==> src/rtl/por_pkg.sv <==
package por_pkg;
  // Cycles a request must persist: zero ticks is treated as one tick.
  function automatic int unsigned por_limit(input int unsigned ticks,
                                            input int unsigned tick_div);
    int unsigned t;
    t = (ticks == 0) ? 1 : ticks;
    return t * tick_div;
  endfunction
endpackage

==> src/rtl/por_sync2.sv <==
module por_sync2 #(
  parameter int W = 1
) (
  input  logic         clk,
  input  logic         rst_n,
  input  logic [W-1:0] d_i,
  output logic [W-1:0] q_o
);
  for (genvar b = 0; b < W; b++) begin : g_bit
    logic s1, s2;
    always_ff @(posedge clk or negedge rst_n) begin
      if (!rst_n) begin
        s1 <= 1'b0;
        s2 <= 1'b0;
      end else begin
        s1 <= d_i[b];
        s2 <= s1;
      end
    end
    assign q_o[b] = s2;
  end
endmodule

==> src/rtl/por_src_sel.sv <==
module por_src_sel #(
  parameter int GPIO_W = 4,
  parameter int SEL_W  = 2
) (
  input  logic              pad_raw_i,
  input  logic [GPIO_W-1:0] gpio_raw_i,
  input  logic              pad_s_i,
  input  logic [GPIO_W-1:0] gpio_s_i,
  input  logic [SEL_W-1:0]  sel_i,
  input  logic              en_i,
  input  logic              pol_i,
  output logic              pad_on_o,
  output logic              src_any_o,
  output logic              keep_on_o
);
  logic gpio_on;
  assign gpio_on   = en_i & (gpio_s_i[sel_i] == pol_i);
  assign pad_on_o  = pad_s_i;
  assign src_any_o = pad_s_i | gpio_on;
  assign keep_on_o = pad_raw_i | (en_i & (gpio_raw_i[sel_i] == pol_i));
endmodule

==> src/rtl/por_delay_reg.sv <==
module por_delay_reg #(
  parameter int               DLY_W      = 7,
  parameter logic [DLY_W-1:0] DELAY_INIT = 7'd24
) (
  input  logic             clk,
  input  logic             rst_n,
  input  logic             por_clr_i,
  input  logic             wr_i,
  input  logic [DLY_W-1:0] wdata_i,
  output logic [DLY_W-1:0] q_o
);
  always_ff @(posedge clk or negedge rst_n) begin
    if (!rst_n)         q_o <= DELAY_INIT;
    else if (por_clr_i) q_o <= DELAY_INIT;
    else if (wr_i)      q_o <= wdata_i;
  end


  delay_reload_chk: assert property (@(posedge clk) disable iff (!rst_n)
    por_clr_i |=> (q_o == DELAY_INIT));
endmodule

==> src/rtl/por_qual_timer.sv <==
module por_qual_timer #(
  parameter int CNT_W = 10
) (
  input  logic             clk,
  input  logic             rst_n,
  input  logic             src_any_i,
  input  logic             pad_on_i,
  input  logic [CNT_W-1:0] limit_i,
  input  logic             sw_req_i,
  output logic             por_o,
  output logic             hw_o,
  output logic             sw_o
);
  logic [CNT_W-1:0] cnt;
  logic [CNT_W:0]   cnt_inc;
  logic             fired, pad_seen, sw_d;
  logic             hit, rel_hw, sw_edge;

  assign cnt_inc = {1'b0, cnt} + (CNT_W+1)'(1);
  assign hit     = src_any_i & ~fired & (cnt_inc >= {1'b0, limit_i});
  assign rel_hw  = ~src_any_i & pad_seen & ~fired;
  assign sw_edge = sw_req_i & ~sw_d;

  always_ff @(posedge clk or negedge rst_n) begin
    if (!rst_n) begin
      cnt      <= '0;
      fired    <= 1'b0;
      pad_seen <= 1'b0;
      por_o    <= 1'b0;
      hw_o     <= 1'b0;
      sw_o     <= 1'b0;
      sw_d     <= 1'b0;
    end else begin
      if (src_any_i) begin
        if (!fired) cnt <= cnt_inc[CNT_W-1:0];
        if (hit)    fired <= 1'b1;
        pad_seen <= pad_seen | pad_on_i;
      end else begin
        cnt      <= '0;
        fired    <= 1'b0;
        pad_seen <= 1'b0;
      end
      por_o <= hit;
      hw_o  <= rel_hw;
      sw_o  <= sw_edge & ~hit & ~rel_hw;
      sw_d  <= sw_req_i;
    end
  end


  por_single_chk: assert property (@(posedge clk) disable iff (!rst_n)
    por_o |=> !por_o);

  hw_single_chk: assert property (@(posedge clk) disable iff (!rst_n)
    hw_o |=> !hw_o);

  strobe_excl_chk: assert property (@(posedge clk) disable iff (!rst_n)
    $onehot0({por_o, hw_o, sw_o}));

  clear_on_release_chk: assert property (@(posedge clk) disable iff (!rst_n)
    !src_any_i |=> (cnt == '0));

  por_needs_src_chk: assert property (@(posedge clk) disable iff (!rst_n)
    por_o |-> $past(src_any_i));
endmodule

==> src/rtl/por_reset_timer.sv <==
module por_reset_timer #(
  parameter int               GPIO_W     = 4,
  parameter int               SEL_W      = $clog2(GPIO_W),
  parameter int               DLY_W      = 7,
  parameter int               TICK_DIV   = 4,
  parameter logic [DLY_W-1:0] DELAY_INIT = 7'd24
) (
  input  logic              clk,
  input  logic              rst_n,
  input  logic              pad_rst_i,
  input  logic [GPIO_W-1:0] gpio_i,
  input  logic [SEL_W-1:0]  gpio_sel_i,
  input  logic              gpio_en_i,
  input  logic              gpio_pol_i,
  input  logic              dly_wr_i,
  input  logic [DLY_W-1:0]  dly_wdata_i,
  input  logic              sw_req_i,
  output logic              por_rst_o,
  output logic              hw_rst_o,
  output logic              sw_rst_o,
  output logic              osc_keep_on_o,
  output logic [DLY_W-1:0]  dly_o
);
  import por_pkg::*;

  localparam int MAX_LIM = ((1 << DLY_W) - 1) * TICK_DIV;
  localparam int CNT_W   = $clog2(MAX_LIM + 2);

  logic [GPIO_W:0]  raw_bus, sync_bus;
  logic             pad_on, src_any;
  logic [CNT_W-1:0] limit;

  assign raw_bus = {pad_rst_i, gpio_i};

  por_sync2 #(.W(GPIO_W + 1)) u_sync (
    .clk(clk), .rst_n(rst_n), .d_i(raw_bus), .q_o(sync_bus)
  );

  por_src_sel #(.GPIO_W(GPIO_W), .SEL_W(SEL_W)) u_sel (
    .pad_raw_i(pad_rst_i), .gpio_raw_i(gpio_i),
    .pad_s_i(sync_bus[GPIO_W]), .gpio_s_i(sync_bus[GPIO_W-1:0]),
    .sel_i(gpio_sel_i), .en_i(gpio_en_i), .pol_i(gpio_pol_i),
    .pad_on_o(pad_on), .src_any_o(src_any), .keep_on_o(osc_keep_on_o)
  );

  por_delay_reg #(.DLY_W(DLY_W), .DELAY_INIT(DELAY_INIT)) u_dly (
    .clk(clk), .rst_n(rst_n), .por_clr_i(por_rst_o),
    .wr_i(dly_wr_i), .wdata_i(dly_wdata_i), .q_o(dly_o)
  );

  assign limit = CNT_W'(por_limit(int'(dly_o), TICK_DIV));

  por_qual_timer #(.CNT_W(CNT_W)) u_tmr (
    .clk(clk), .rst_n(rst_n), .src_any_i(src_any), .pad_on_i(pad_on),
    .limit_i(limit), .sw_req_i(sw_req_i),
    .por_o(por_rst_o), .hw_o(hw_rst_o), .sw_o(sw_rst_o)
  );
endmodule

==> config.mk <==
export PLATFORM = sky130hd
export DESIGN_NAME = por_reset_timer
export DESIGN_NICKNAME = d
export VERILOG_FILES = /design/src/rtl/por_pkg.sv /design/src/rtl/por_sync2.sv /design/src/rtl/por_src_sel.sv /design/src/rtl/por_delay_reg.sv /design/src/rtl/por_qual_timer.sv /design/src/rtl/por_reset_timer.sv
export SDC_FILE = /design/constraint.sdc
export NUM_CORES = 1
export LEC_CHECK = 0
export CAP_MARGIN = 20
export CORE_AREA = 2 2 57 59
export CTS_CLUSTER_DIAMETER = 100
export DETAILED_ROUTE_END_ITERATION = 12
export DIE_AREA = 0 0 59 61
export GPL_TIMING_DRIVEN = 0
export PLACE_DENSITY = 0.8
export SLEW_MARGIN = 25
export SYNTH_ARGS = -nofsm -noshare
export SYNTH_HDL_FRONTEND = slang
export SYNTH_SLANG_ARGS = --single-unit
export TNS_END_PERCENT = 20
==> constraint.sdc <==
create_clock -name clk -period 6.3 [get_ports clk]
set_input_delay 1.575 -clock clk [delete_from_list [all_inputs] [get_ports clk]]
set_output_delay 1.575 -clock clk [all_outputs]
set_load 0.02 [all_outputs]
# Word level (Yosys, flattened, before mapping)
# Index checks and enable logic that the tools add are counted.
# Widths: inputs -> output; s select.
[totals]
register_bits = 32
latchBits = 0
ram_bits = 0
mem_bits_ro = 0
input_bits = 20
out_inout_bits = 11
wordCells = 56
mem_count = 0
[classes]
addsub = 1
multipliers = 0
div = 0
magnitude_cmp = 2
eq_ne = 4
shifts = 0
muxes = 12
n_bitwise = 17
reduce_logical = 2
[ops]
columns = ["cell", "n"]
rows = [
  ["$mux 7", 3],
  ["$mux 9", 2],
  ["$add 9x1->10 const B", 1],
  ["$ge 10x9->1", 1],
  ["$and 1x1->1", 9],
  ["$logic_not 7->1", 1],
  ["$mux 1", 5],
  ["$not 1->1", 5],
  ["$bmux 1 s2", 2],
  ["$ne 2x2->1 const B", 2],
  ["$lt 2x3->1 const B", 1],
  ["$or 1x1->1", 3],
  ["$eq 1x1->1", 2],
  ["$reduce_bool 2->1", 1],
]

# Logic depth before layout (Yosys ltp)
[depth]
word_depth = 10
ltp_mapped = 10
depth_no_buf = 9

# Modules after synthesis
# From an unflattened synthesis, not the netlist that was laid out.
[unflattened]
cells_unflattened = 151
hier_area_um2 = 1691.6
[modules_own_cells]
columns = ["module", "n_inst", "cells_per_inst", "area_per_inst_um2"]
rows = [
  ["por_qual_timer", 1, 97, 982.2],
  ["por_delay_reg", 1, 22, 292.8],
  ["por_sync2", 1, 15, 287.8],
  ["por_src_sel", 1, 7, 85.1],
  ["por_reset_timer", 1, 10, 43.8],
]

# Worst setup path after synthesis
# Ideal clock, no wire load.
[synth_timing]
kind = "input -> output"
startpoint = "in gpio_sel_i[0]"
endpoint = "out osc_keep_on_o"
arrival_time_ps = 2422
required_time_ps = 4725
slack_ps = 2303
path_stages = 3
path_cell_list = "mux4_2 > xnor2_1 > a21o_1"
[synth_via]
elab_chain_cells = 5
[synth_rtl]
columns = ["element", "line_no", "rtl"]
rows = [
  ["start: declaration", "por_reset_timer.sv:12", "input logic [SEL_W-1:0] gpio_sel_i,"],
  ["$bmux 1 s2", "por_src_sel.sv:20", "assign keep_on_o = pad_raw_i | (en_i & (gpio_raw_i[sel_i] == pol_i));"],
  ["$mux 1 (implied by the code)", "por_src_sel.sv:20", ""],
  ["$eq 1x1->1", "por_src_sel.sv:20", ""],
  ["$and 1x1->1", "por_src_sel.sv:20", ""],
  ["$or 1x1->1", "por_src_sel.sv:20", ""],
  ["end: declaration", "por_reset_timer.sv:21", "output logic osc_keep_on_o,"],
]
# Every way passes these cells. The select of a mux whose other input is x is not followed.

# Final worst setup path
# Same ends and word-level chain as after synthesis.

==> results.txt <==
outcome -> finished, final reports clean
skew final -> 8.58 ps
most common cell in the netlist -> dfrtp_1
CP peak stage delay -> 590 ps
RSZ-0062 raised after global routing -> false
asr flop ratio synth -> 100%
Startpoint Class -> primary input
WL final -> 2790 um
die area -> 3600 um^2
Synthesis Warnings -> 0
Syn Nets -> 166
wire per inst -> 13.4 um
CP Class -> in2out
FILL cells -> 243
Vias -> 1,104
GRT Util Overall -> 17.5%
Mapped Cells -> 138
crit path time final -> 5080 ps
Final Cycle Share -> 80.6%
Synth Flop Type -> dfrtp_1
EDFF count, synth -> 0
Critical Path Sink Type -> output port
part of the power in the clock network -> 29.8%
CTS H-tree lvls -> 2
Worst-Margin Slew -> 689 ps
n_diodes -> 0
area grow syn2layout -> 26.3%
Worst EP arrival -> 3500 ps
pre-CTS setup slack -> 1200 ps
clock sink count -> 32
power per cell area -> 258 nW/um^2
cell taking the most area after synthesis -> dfrtp_1
sequential share of the synthesized area -> 52.4%
worst path cell trace -> clkdlybuf4s50_1 > mux4_2 > xnor2_1 > a21o_1 > clkdlybuf4s50_1
metal3 WL -> 132 um
Num CTS Buffers -> 5
crit path max fanout -> 3
Switching Fraction -> 27.1%
Hold Violations, Final -> 0
fin worst setup slack -> 1220 ps
Mean Syn Cell Area -> 11.1 um^2
largest net degree at the start of global routing -> 33
DRC viols -> 0
IO Pins -> 31
setup tns final -> 0 ps
global-route wire length before repair -> 4600 um
clock slew at reported path FFs -> 90 ps
Buf+Inv Stages, Crit Path -> 2
Critical Path Most Common Cell -> clkdlybuf4s50_1
worst min path class -> reg2reg
clock root buffer master -> clkbuf_4
Synth Cell Area -> 1530 um^2
Port Buffers -> 29
vias in the first global route -> 1,108
DR WL met2 -> 1420 um
Routed Antenna Nets -> 0
final setup violation count -> 0
Synth cell types -> 37
Leak -> 0.878 nW
switching pwr -> 0.135 mW
Logic pwr share -> 21.2%
CTS Hold Bufs -> 0
Die Width -> 59 um
Yosys reg bits -> 32
relative slew slack -> 54.1%
GRT overflow -> 0
Placer Congestion -> 0.807
WL met1 -> 1210 um
internal power -> 0.364 mW
Nets -> 202
VDD IR-drop max -> 0.155 mV
Max Used Layer -> met4
register share of total power -> 49.0%
die height -> 61 um
fraction of layout cells with a size suffix above 1 -> 9.71%
HPWL after DPL -> 2120 um
initial DRC count -> 38
Post-synth top cells -> dfrtp_1 (30), nor2_1 (16), xnor2_1 (11), inv_1 (10)
max-cap violation count -> 0
Worst-Skew Late Latency -> 320 ps
DR vias/cell -> 5.31
top cell type's share of synthesized area -> 49.0%
Initial DRT Pass Iterations -> 4
Post CTS Setup Buffer Count -> 0
synth top area cells -> dfrtp_1 (49%), ha_1 (6.5%), xnor2_1 (6.3%)
FP Rows -> 20
r2r setup slk -> 3670 ps
clk buf depth -> 2
Resize count post-CTS -> 0
Critical Path Slowest Stage Cell -> clkdlybuf4s50_1
Starting Density -> 51.9%
Core Area -> 2950 um^2
CTS tree -> built
Top Family by Delay on Critical Path -> buffers and inverters
CP required -> 4720 ps
Max Slew Vio Count -> 0
maximum clock frequency -> 197 MHz
initial antenna violation count -> 0
power groups by stage:
stage | Combinational (mW) | Sequential, mW | Clock [mW]
global route | 0.117 | 0.248 | 0.163
CTS | 0.107 | 0.244 | 0.153
detailed placement | 0.106 | 0.249 | 0
finish | 0.106 | 0.244 | 0.149
global placement | 0.103 | 0.247 | 0
floorplan | 0.0546 | 0.254 | 0
through the flow:
stage | instances | area, um^2 | power [mW] | hold WS [ps] | utilization (%)
2_1_floorplan | 138 | 1530 | 0.309 | 331 | -
3_3_place_gp | 200 | 1860 | 0.350 | 331 | 63.1
3_5_place_dp | 200 | 1860 | 0.355 | 336 | 63.0
4_1_cts | 208 | 1940 | 0.504 | 359 | 65.6
5_1_grt | 208 | 1940 | 0.528 | 370 | 65.6
6_report | 208 | 1940 | 0.499 | 355 | 65.6
flip-flops by register name (all words and copies together) (netlist names):
| register | flops |
|---|---|
| u_tmr.cnt | 9 |
| u_dly.q_o | 7 |
| u_sync.g_bit.s1 | 5 |
| u_sync.g_bit.s2 | 5 |
| u_tmr.fired | 1 |
| u_tmr.hw_o | 1 |
| u_tmr.pad_seen | 1 |
| u_tmr.por_o | 1 |
| u_tmr.sw_d | 1 |
| u_tmr.sw_o | 1 |
cell usage in the layout (no fill, tap or decap), types with 4 or more instances in the layout:
| master | count |
|---|---|
| clkbuf_1 | 4 |
| ha_1 | 8 |
| clkdlybuf4s50_1 | 28 |
| xor2_1 | 5 |
| nor2_1 | 16 |
| dfrtp_1 | 30 |
| xnor2_1 | 11 |
| mux2i_1 | 8 |
| inv_1 | 10 |
| nand2_1 | 8 |
| clkbuf_4 | 5 |
final timing paths:
path | startpoint | endpoint | depth (start not counted)
min reg2reg | u_sync.g_bit[2].s1 | u_sync.g_bit[2].s2 | 0
min | u_sync.g_bit[2].s1 | u_sync.g_bit[2].s2 | 0
max | gpio_sel_i[0] | osc_keep_on_o | 5
min in group asynchronous | rst_n | u_dly.q_o[1] | 1
max reg2reg | u_tmr.cnt[0] | u_tmr.sw_o | 10
max in group asynchronous | rst_n | u_tmr.cnt[1] | 1
logic make-up after synthesis:
logic type	Yosys count	share of synthesized area, %
buf+inv	15	3.75
simple gates	39	12.2
xor+xnor	16	9.14
fa+ha+maj	8	6.53
mux	9	6.69
flops	32	52.4
compound gates	19	9.22
per-layer routing:
layer / GRT usage [%] / vias up
met5: 0 / -
met4: 8.77 / 0
met3: 4.48 / 5
met2: 31.9 / 30
met1: 18.9 / 534
li1: - / 535
area by class of cell:
type                            count  area (um^2)  area share (%)
Timing Repair Buffer               29          285            14.7
Multi-Input combinational cell     91          672            34.7
Tap cell                           33         41.3            2.13
Clock buffer                        6         41.3            2.13
Sequential cell                    32          803            41.5
Clock inverter                      2         35.0            1.81
Buffer                              5         20.0            1.03
Inverter                           10         37.5            1.94
worst register-to-register path, cell delays in order (launching register included):
cell	delay, ps
dfrtp_1	410
ha_1	250
nand3_1	140
or2_2	310
clkbuf_1	150
nor2_1	150
xor2_1	190
ha_1	270
a21oi_1	220
a311oi_2	150
nor4b_1	300
(Power assumes the default switching activity.)
